<file path="src/rtl/cfd_pkg.sv">
`timescale 1ns/1ps
package cfd_pkg;
  // number of fractional phases per sample period
  localparam int NPH    = 6;
  // common scale of the cubic kernel weights (2 * NPH^3)
  localparam int KSCALE = 2 * NPH * NPH * NPH;

  // cubic kernel weight for phase p at kernel offset o (0..3), scaled by KSCALE
  function automatic int kernel_w(input int p, input int o);
    int p2, p3;
    p2 = p * p;
    p3 = p2 * p;
    case (o)
      0:       return -p3 + 12 * p2 - 36 * p;
      1:       return 3 * p3 - 30 * p2 + KSCALE;
      2:       return -3 * p3 + 24 * p2 + 36 * p;
      3:       return p3 - 6 * p2;
      default: return 0;
    endcase
  endfunction

  // fixed-point coefficient for tap k around center tap ctr
  function automatic int coef_q(input int p, input int k, input int ctr, input int frac);
    int o;
    o = k - ctr + 1;
    if (o < 0 || o > 3) return 0;
    return (kernel_w(p, o) * (1 << frac)) / KSCALE;
  endfunction
endpackage

</file>
<file path="src/rtl/cfd_coarse_fifo.sv">
`timescale 1ns/1ps
module cfd_coarse_fifo #(
  parameter int DATA_W = 12,
  parameter int DEPTH  = 32,                // power of two
  localparam int DLY_W = $clog2(DEPTH)
) (
  input  logic                     clk,
  input  logic                     rst_n,
  input  logic                     in_valid,
  input  logic signed [DATA_W-1:0] in_sample,
  input  logic [DLY_W-1:0]         coarse_dly,
  input  logic                     coarse_inc,
  output logic                     c_valid,
  output logic signed [DATA_W-1:0] c_data,
  output logic                     c_rep
);
  logic signed [DATA_W-1:0] mem [DEPTH];
  logic [DLY_W-1:0] wr_ptr;
  logic [DLY_W-1:0] rd_idx;

  // slot holding x[n-D] when x[n] is being written at wr_ptr
  assign rd_idx = wr_ptr - coarse_dly;

  always_ff @(posedge clk) begin
    if (!rst_n) begin
      for (int i = 0; i < DEPTH; i++) mem[i] <= '0;
      wr_ptr  <= '0;
      c_valid <= 1'b0;
      c_rep   <= 1'b0;
      c_data  <= '0;
    end else begin
      c_valid <= in_valid;
      c_rep   <= in_valid & coarse_inc;
      if (in_valid) begin
        mem[wr_ptr] <= in_sample;
        wr_ptr      <= wr_ptr + 1'b1;
        c_data      <= (coarse_dly == '0) ? in_sample : mem[rd_idx];
      end
    end
  end

  // tracking state for the checks below
  logic [DLY_W-1:0]         prev_dly;
  logic                     seen_dly;
  logic signed [DATA_W-1:0] last_c;
  logic                     have_c;

  always_ff @(posedge clk) begin
    if (!rst_n) begin
      prev_dly <= '0;
      seen_dly <= 1'b0;
      last_c   <= '0;
      have_c   <= 1'b0;
    end else begin
      if (in_valid) begin
        prev_dly <= coarse_dly;
        seen_dly <= 1'b1;
      end
      if (c_valid) begin
        last_c <= c_data;
        have_c <= 1'b1;
      end
    end
  end

  // delay only moves with the strobe, by exactly one
  assert_dly_step_R4: assert property (@(posedge clk) disable iff (!rst_n)
    (in_valid && seen_dly) |-> (coarse_dly == prev_dly + DLY_W'(coarse_inc)));

  // a step hands out the previous coarse sample again
  assert_reuse_sample_R4: assert property (@(posedge clk) disable iff (!rst_n)
    (c_valid && c_rep && have_c) |-> (c_data == last_c));
endmodule

</file>
<file path="src/rtl/cfd_tap_line.sv">
`timescale 1ns/1ps
module cfd_tap_line #(
  parameter int DATA_W = 12,
  parameter int NREG   = 7
) (
  input  logic                     clk,
  input  logic                     rst_n,
  input  logic                     shift_en,
  input  logic signed [DATA_W-1:0] din,
  output logic signed [DATA_W-1:0] taps [NREG]
);
  always_ff @(posedge clk) begin
    if (!rst_n) begin
      for (int i = 0; i < NREG; i++) taps[i] <= '0;
    end else if (shift_en) begin
      taps[0] <= din;
      for (int i = 1; i < NREG; i++) taps[i] <= taps[i-1];
    end
  end
endmodule

</file>
<file path="src/rtl/cfd_poly_mac.sv">
`timescale 1ns/1ps
module cfd_poly_mac #(
  parameter int DATA_W = 12,
  parameter int COEF_W = 16,
  parameter int TAPS   = 8,
  parameter int FRAC   = 14,
  parameter int PH_W   = 3,
  localparam int PROD_W = DATA_W + COEF_W,
  localparam int ACC_W  = PROD_W + $clog2(TAPS),
  localparam int CTR    = TAPS / 2 - 1,
  localparam int NCODE  = 1 << PH_W
) (
  input  logic                     clk,
  input  logic                     rst_n,
  input  logic                     take,
  input  logic [PH_W-1:0]          phase,
  input  logic signed [DATA_W-1:0] cur,
  input  logic signed [DATA_W-1:0] hist [TAPS-1],
  output logic                     out_valid,
  output logic signed [DATA_W-1:0] out_sample
);
  localparam logic signed [ACC_W-1:0] HALF   = ACC_W'(1) <<< (FRAC - 1);
  localparam logic signed [ACC_W-1:0] SAT_HI = ACC_W'((1 << (DATA_W - 1)) - 1);
  localparam logic signed [ACC_W-1:0] SAT_LO = -SAT_HI - ACC_W'(1);

  // round half up at bit FRAC, then clamp into the sample range
  function automatic logic signed [DATA_W-1:0] round_sat(input logic signed [ACC_W-1:0] s);
    logic signed [ACC_W-1:0] r;
    r = (s + HALF) >>> FRAC;
    if (r > SAT_HI) r = SAT_HI;
    else if (r < SAT_LO) r = SAT_LO;
    return DATA_W'(r);
  endfunction

  logic signed [COEF_W-1:0] rom  [NCODE][TAPS];
  logic signed [DATA_W-1:0] samp [TAPS];
  logic signed [PROD_W-1:0] prod [TAPS];
  logic signed [ACC_W-1:0]  acc;

  // codes past the legal phases reuse phase 0
  for (genvar gp = 0; gp < NCODE; gp++) begin : g_phase
    for (genvar gk = 0; gk < TAPS; gk++) begin : g_coef
      assign rom[gp][gk] = COEF_W'(cfd_pkg::coef_q(
        (gp < cfd_pkg::NPH) ? gp : 0, gk, CTR, FRAC));
    end
  end

  assign samp[0] = cur;
  for (genvar gk = 0; gk < TAPS; gk++) begin : g_mul
    if (gk > 0) begin : g_hist
      assign samp[gk] = hist[gk-1];
    end
    assign prod[gk] = samp[gk] * rom[phase][gk];
  end

  always_comb begin
    acc = '0;
    for (int k = 0; k < TAPS; k++) acc = acc + ACC_W'(prod[k]);
  end

  always_ff @(posedge clk) begin
    if (!rst_n) begin
      out_valid  <= 1'b0;
      out_sample <= '0;
    end else begin
      out_valid <= take;
      if (take) out_sample <= round_sat(acc);
    end
  end

  // phase 0 is a pure copy of the center tap
  assert_phase0_copy_R2: assert property (@(posedge clk) disable iff (!rst_n)
    (phase == '0) |-> (acc == (ACC_W'(samp[CTR]) <<< FRAC)));
endmodule

</file>
<file path="src/rtl/cfd_channel_delay.sv">
`timescale 1ns/1ps
module cfd_channel_delay #(
  parameter int DATA_W = 12,
  parameter int COEF_W = 16,
  parameter int DEPTH  = 32,
  parameter int TAPS   = 8,
  parameter int FRAC   = 14,
  parameter int PH_W   = 3
) (
  input  logic                       clk,
  input  logic                       rst_n,
  input  logic                       in_valid,
  input  logic signed [DATA_W-1:0]   in_sample,
  input  logic [$clog2(DEPTH)-1:0]   coarse_dly,
  input  logic                       coarse_inc,
  input  logic [PH_W-1:0]            fine_phase,
  output logic                       out_valid,
  output logic signed [DATA_W-1:0]   out_sample
);
  localparam int NREG = TAPS - 1;

  logic                     c_valid, c_rep;
  logic signed [DATA_W-1:0] c_data;
  logic [PH_W-1:0]          phase_eff, c_phase;
  logic                     shift_en;
  logic signed [DATA_W-1:0] tap_q [NREG];

  // illegal codes fold onto phase 0
  assign phase_eff = (fine_phase >= PH_W'(cfd_pkg::NPH)) ? '0 : fine_phase;

  always_ff @(posedge clk) begin
    if (!rst_n)        c_phase <= '0;
    else if (in_valid) c_phase <= phase_eff;
  end

  cfd_coarse_fifo #(.DATA_W(DATA_W), .DEPTH(DEPTH)) u_coarse (
    .clk(clk), .rst_n(rst_n), .in_valid(in_valid), .in_sample(in_sample),
    .coarse_dly(coarse_dly), .coarse_inc(coarse_inc),
    .c_valid(c_valid), .c_data(c_data), .c_rep(c_rep)
  );

  // stall event: the repeated sample is kept out of the tap line
  assign shift_en = c_valid & ~c_rep;

  cfd_tap_line #(.DATA_W(DATA_W), .NREG(NREG)) u_taps (
    .clk(clk), .rst_n(rst_n), .shift_en(shift_en), .din(c_data), .taps(tap_q)
  );

  cfd_poly_mac #(.DATA_W(DATA_W), .COEF_W(COEF_W), .TAPS(TAPS), .FRAC(FRAC),
                 .PH_W(PH_W)) u_mac (
    .clk(clk), .rst_n(rst_n), .take(shift_en), .phase(c_phase),
    .cur(c_data), .hist(tap_q), .out_valid(out_valid), .out_sample(out_sample)
  );

  // the repeated sample neither shifts the taps nor raises valid
  assert_stall_reject_R4: assert property (@(posedge clk) disable iff (!rst_n)
    (c_valid && c_rep) |=> (!out_valid && $stable(tap_q[0]) && $stable(tap_q[NREG-1])));

  // every output follows a sample presented two edges earlier
  assert_latency_R8: assert property (@(posedge clk) disable iff (!rst_n)
    out_valid |-> $past(in_valid, 2));

  // the registered phase is always a legal one
  assert_phase_legal_R6: assert property (@(posedge clk) disable iff (!rst_n)
    c_valid |-> (c_phase < PH_W'(cfd_pkg::NPH)));

  // output value only changes together with valid
  assert_hold_R8: assert property (@(posedge clk) disable iff (!rst_n)
    !out_valid |-> $stable(out_sample));
endmodule

</file>
<file path="config.mk">
export PLATFORM = sky130hd
export DESIGN_NAME = cfd_channel_delay
export DESIGN_NICKNAME = d
export VERILOG_FILES = /design/src/rtl/cfd_pkg.sv /design/src/rtl/cfd_coarse_fifo.sv /design/src/rtl/cfd_tap_line.sv /design/src/rtl/cfd_poly_mac.sv /design/src/rtl/cfd_channel_delay.sv
export SDC_FILE = /design/constraint.sdc
export NUM_CORES = 2
export LEC_CHECK = 0
export BUFFER_PORTS_ARGS = -buffer_cell sky130_fd_sc_hd__buf_2
export CELL_PAD_IN_SITES_DETAIL_PLACEMENT = 1
export CELL_PAD_IN_SITES_GLOBAL_PLACEMENT = 1
export CORE_UTILIZATION = 55
export CTS_CLUSTER_SIZE = 30
export DETAILED_ROUTE_END_ITERATION = 8
export GPL_ROUTABILITY_DRIVEN = 0
export PLACE_DENSITY = 0.82
export SLEW_MARGIN = 20
export SYNTH_ARGS = -nofsm -noshare
export SYNTH_HDL_FRONTEND = slang
export SYNTH_HIERARCHICAL = 1
export SYNTH_SLANG_ARGS = --single-unit
</file>
<file path="constraint.sdc">
create_clock -name clk -period 20.3 [get_ports clk]
set_input_delay 2.03 -clock clk [delete_from_list [all_inputs] [get_ports clk]]
set_output_delay 2.03 -clock clk [all_outputs]
set_load 0.01 [all_outputs]
</file>
# Word level (Yosys, flattened, before mapping)

Memories as Yosys holds them, arrays and structs flattened. A register that Yosys moved wholly into a read port is not among the register bits.
Index checks and enable logic that the tools add are counted.

Bits of input ports: 24
Memories kept: 2
Bits in writable memories: 384
Bits in read-only memories: 1024
Bits in registers: 107
Output and inout port bits: 13
Logic and storage cells: 55

Memories:

| name            | words | bits a word | read ports | clocked after memory_dff | write ports | line                  | text |
|---|---|---|---|---|---|---|---|
| (no name shown) | 8     | 128         | 1          | 0                        | 0           | cfd_poly_mac.sv:53    | `assign prod[gk] = samp[gk] * rom[phase][gk];` |
| u_coarse.mem    | 32    | 12          | 1          | 1                        | 32          | cfd_coarse_fifo.sv:17 | `logic signed [DATA_W-1:0] mem [DEPTH];` |

Add/subtract/negate cells: 10
$lt $le $gt $ge: 4
$mul: 8
Reduce and logical (&&, ||, !) cells: 2
Bitwise logic cells: 4
Multiplexer cells: 12

Operator list:

| cell                                                      | count |
|---|---|
| two-way mux 128 bit                                       | 2 |
| multiplier 12 x 16 -> 28 bit                              | 8 |
| adder 31 x 28 -> 31 bit                                   | 5 |
| two-way mux 12 bit                                        | 3 |
| adder 31 x 15 -> 31 bit (second input constant)           | 1 |
| adder 29 x 28 -> 30 bit                                   | 1 |
| adder 28 x 28 -> 29 bit                                   | 1 |
| > comparator 17 x 12 -> 1 bit (second input constant)     | 1 |
| < comparator 17 x 12 -> 1 bit (second input constant)     | 1 |
| OR reduction 12 bit                                       | 1 |
| adder 5 x 1 -> 5 bit (second input constant)              | 1 |
| two-way mux 1 bit                                         | 5 |
| two-way mux 5 bit                                         | 1 |
| subtractor 5 bit                                          | 1 |
| greater-or-equal comparator 4 bit (second input constant) | 1 |
| inverter 3 -> 4 bit                                       | 1 |
| greater-or-equal comparator 3 bit (second input constant) | 1 |
| two-way mux 3 bit                                         | 1 |
| bitwise AND 1 bit                                         | 2 |
| zero test 1 bit                                           | 1 |
| inverter 1 bit                                            | 1 |

# Depth between registers and ports, before layout

Word-level depth: 16
Depth in mapped cells: 38
Mapped depth without buffers: 36

# Modules after synthesis

The synthesis kept the hierarchy.

Modules (own cells, without submodules):

| module            | cells each | area an instance (um2) | instances | seq. area each (um2) |
|---|---|---|---|---|
| cfd_poly_mac      | 2715       | 26013.7                | 1         | 260.2 |
| cfd_coarse_fifo   | 1266       | 18652.9                | 1         | 11911.4 |
| cfd_tap_line      | 271        | 3245.6                 | 1         | 1681.6 |
| cfd_channel_delay | 15         | 130.1                  | 1         | 60.1 |

# Least setup slack after synthesis

No wires, ideal clock.

Kind: register to register
From: register c_phase[1]
To: register u_mac.out_sample[10]
Path buffers: 3
Arrival time: 9.341 ns
Period minus slack after synthesis: 9.466 ns
Setup slack: 10.834 ns
Cell stages (with the launch flop): 36
Library setup time: 0.125 ns
Required time: 20.175 ns
Path through: dfxtp_1 > inv_1 > ha_1 > o21ai_0 > clkbuf_1 > nand2_1 > inv_1 > fa_1 > fa_1 > inv_1 > fa_1 > inv_1 > fa_1 > fa_1 > inv_1 > fa_1 > inv_1 > fa_1 > inv_1 > fa_1 > fa_1 > inv_1 > fa_1 > ha_1 > ha_1 > clkbuf_1 > nand4_1 > or3_1 > or2_2 > inv_1 > a31oi_1 > nand3_1 > o2111ai_1 > o22ai_1 > buf_4 > o22ai_2

Cells in the longest elaborated chain, start to end: 16
Elaborated cells between the ends (all ways): 24
Classes of those cells: 8 x add/sub; 8 x mul; 2 x order compare; 4 x mux; 1 x bitwise; 1 x memory

RTL lines:

| what                                                       | line                    | text |
|---|---|---|
| from (decl)                                                | cfd_channel_delay.sv:24 | `logic [PH_W-1:0] phase_eff, c_phase;` |
| from (signal assigned)                                     | cfd_channel_delay.sv:33 | `else if (in_valid) c_phase <= phase_eff;` |
| inverter 3 -> 4 bit (not written as such) (*)              | cfd_poly_mac.sv:53      |  |
| memory (8 x 128 bit) (*)                                   | --                      |  |
| two-way mux 128 bit (not written as such) (*) (2 in a row) | cfd_poly_mac.sv:53      |  |
| multiplier 12 x 16 -> 28 bit                               | cfd_poly_mac.sv:53      |  |
| adder 28 x 28 -> 29 bit                                    | cfd_poly_mac.sv:58      | `for (int k = 0; k < TAPS; k++) acc = acc + ACC_W'(prod[k]);` |
| adder 29 x 28 -> 30 bit                                    | cfd_poly_mac.sv:58      |  |
| adder 31 x 28 -> 31 bit (4 in a row)                       | cfd_poly_mac.sv:58      |  |
| adder 31 x 28 -> 31 bit (*)                                | cfd_poly_mac.sv:58      |  |
| adder 31 x 15 -> 31 bit (*)                                | cfd_poly_mac.sv:29      | `r = (s + HALF) >>> FRAC;` |
| < comparator 17 x 12 -> 1 bit                              | cfd_poly_mac.sv:31      | `else if (r < SAT_LO) r = SAT_LO;` |
| two-way mux 12 bit                                         | cfd_poly_mac.sv:31      |  |
| two-way mux 12 bit (*)                                     | cfd_poly_mac.sv:30      | `if (r > SAT_HI) r = SAT_HI;` |
| to (signal assigned)                                       | cfd_poly_mac.sv:67      | `if (take) out_sample <= round_sat(acc);` |
| to (decl)                                                  | cfd_poly_mac.sv:20      | `output logic signed [DATA_W-1:0] out_sample` |

Every way passes the cells marked *; elsewhere a longest branch is shown, timed or not. The select of a mux whose other input is x is not followed.
A chain may end at the register's enable or synchronous reset.

# Worst setup path in the final report

From: register c_phase[1]
To: register u_mac.out_sample[6]

The elaborated chain is that of the path after synthesis.

==> qor.yml <==
floorplan:
  fp.coreArea_sq_um: 85150
  die_h_um: 295.1
  rows: 107
  die_area_sq_um: 87050
  ioPinCount: 37
  start_util_pct: 55.47
  die_x_um: 295.1
critical_path:
  critPathSlowestCell: "o22ai_1"
  cp_common_cell: "fa_1"
  cp-start-kind: "flop"
  r2r_start: "c_phase[1]"
  cp-end-kind: "flop"
  worstPathArrival_ps: 12460
  cp_top_family: "adder cells"
  critPathMaxStageDelay_ps: 810
  path_buf_inv: 7
  cp_max_fo: 22
  worstSetupPathType: "reg -> reg"
  crit_path_start: "c_phase[1]"
  crit_required_ps: 20770
grt:
  grt_start_max_net_pins: 81
  grt_pass1_vias: 35460
  grt_overflow: 0
  grt_first_pass_wirelength_mm: 216.8
  antenna_found_initial: 5
  grtUsageTotal_pct: 33.87
place:
  place_ws_ps: 8625
  io_buffer_count: 36
  hpwl_mm: 109.5
sta:
  worst_slack_ps: 8308
  fin_tns_setup_ps: 0
  period_needed_ps: 11990
  hold_viol: 0
  slew_headroom_pct: 23.42
  slew_violations: 0
  grt_setup_unrepaired: "no"
  setup_viol: 0
  fmax_mhz: 83.39
  min_period_over_period_pct: 59.08
  skew_ps: 42.70
  tightest_slew_ps: 1145
clock_network:
  cts_sinks: 481
  cts_max_level: 2
  cts_setup_buffers: 0
  path_clk_slew_ps: 60
  cts_buffers: 53
  cts_root_buffer: "clkbuf_16"
  cts_tree: "yes"
  cts_resized: 0
  cts_buffer_depth: 3
  hold_buffers: 0
  clk_latency_ps: 640
route:
  drt_first_pass_iters: 6
  route.detailed.drc: 0
  via_per_inst: 5.839
  wl_per_cell_um: 26.72
  antenna_left: 0
  wl_mm: 142.8
  drtIter0Drc: 2473
  num_vias: 31210
hold_path:
  hp-start: "c_phase[2]"
  hold_path_class: "reg -> reg"
status:
  status: "finished clean"
power:
  powerDensity_nw_per_um2: 50.95
  vdd_drop_max_mv: 0.08166
  power.leakage_nw: 24.23
cells_and_area:
  final.fill_count: 8918
  synthToLayoutAreaGrowth_pct: 6.151
  nets: 5236
  final_cell_mix: "930 x inv_1, 690 x fa_1, 558 x and2_1"
  final_common_cell: "inv_1"
  drive_gt1_share_pct: 7.386
synthesis:
  yosys_warnings: 6
  syn_nets: 5281
  syn_area_per_cell_sq_um: 11.25
  netlist_area_sq_um: 47230
  synth_cells: 4199
flow_run:
  drv_cap: 0
metal layers:
metal	track usage, %	up-vias	share of wire, %
li1	-	13050	-
met1	44.40	16440	39
met2	55.83	1374	49
met3	6.270	342	7.9
met4	13.61	2	4.3
met5	0	-	0.0077
state kept, by name, indices dropped and copies added (netlist names):
name / count
u_coarse/mem: 384
u_mac/out_sample: 12
u_coarse/c_data: 12
u_coarse/wr_ptr: 5
u_mac/out_valid: 1
u_coarse/c_valid: 1
u_taps/taps: 62
u_coarse/c_rep: 1
c_phase: 3
power breakdown:
group / internal, W / switching (W)
Combinational: 0.000174 / 0.000300
Clock: 0.000537 / 0.000423
Sequential: 0.00110 / 0.0000187
Total: 0.00181 / 0.000741
metrics by stage:
stage               hold WS [ps]  utilization, %  cell area [sq um]  cells  power (W)
global route               518.9           58.87              50130   5341   0.002623
CTS                        508.0           58.87              50120   5341   0.002557
floorplan                  444.4               -              47230   4199   0.001437
global placement           481.6           56.86              48420   5243   0.001576
detailed placement         499.5           56.87              48420   5243   0.001599
finish                     504.0           58.88              50140   5345   0.002554
path summary, 6_finish.rpt:
check                              to  cells past startpoint  slack [ps]
setup / recovery  u_mac/out_sample[6]                     32        8310
hold / removal             c_phase[2]                      2         500
setup reg to reg  u_mac/out_sample[6]                     32        8310
hold reg to reg            c_phase[2]                      2         500
tightest hold or removal path, delay by kind of cell, from the launching register on:
kind             cells  cell delay (ps)
AO/OA/AOI/OAI        1               60
flip-flops           1              340
AND/OR/NAND/NOR      1               70
layout make-up:
cell class	instances	area, sq um	area share, %
multi-input cells	2594	29420	58.67
repair buffers	93	610.6	1.218
clock inverters	26	224.0	0.4467
inverters	931	3495	6.970
flip-flops and latches	481	13470	26.87
clock buffers	72	1478	2.947
well taps	1144	1431	2.855
diodes	4	10.01	0.01996
No activity file was read; power rests on OpenSTA's default activity.
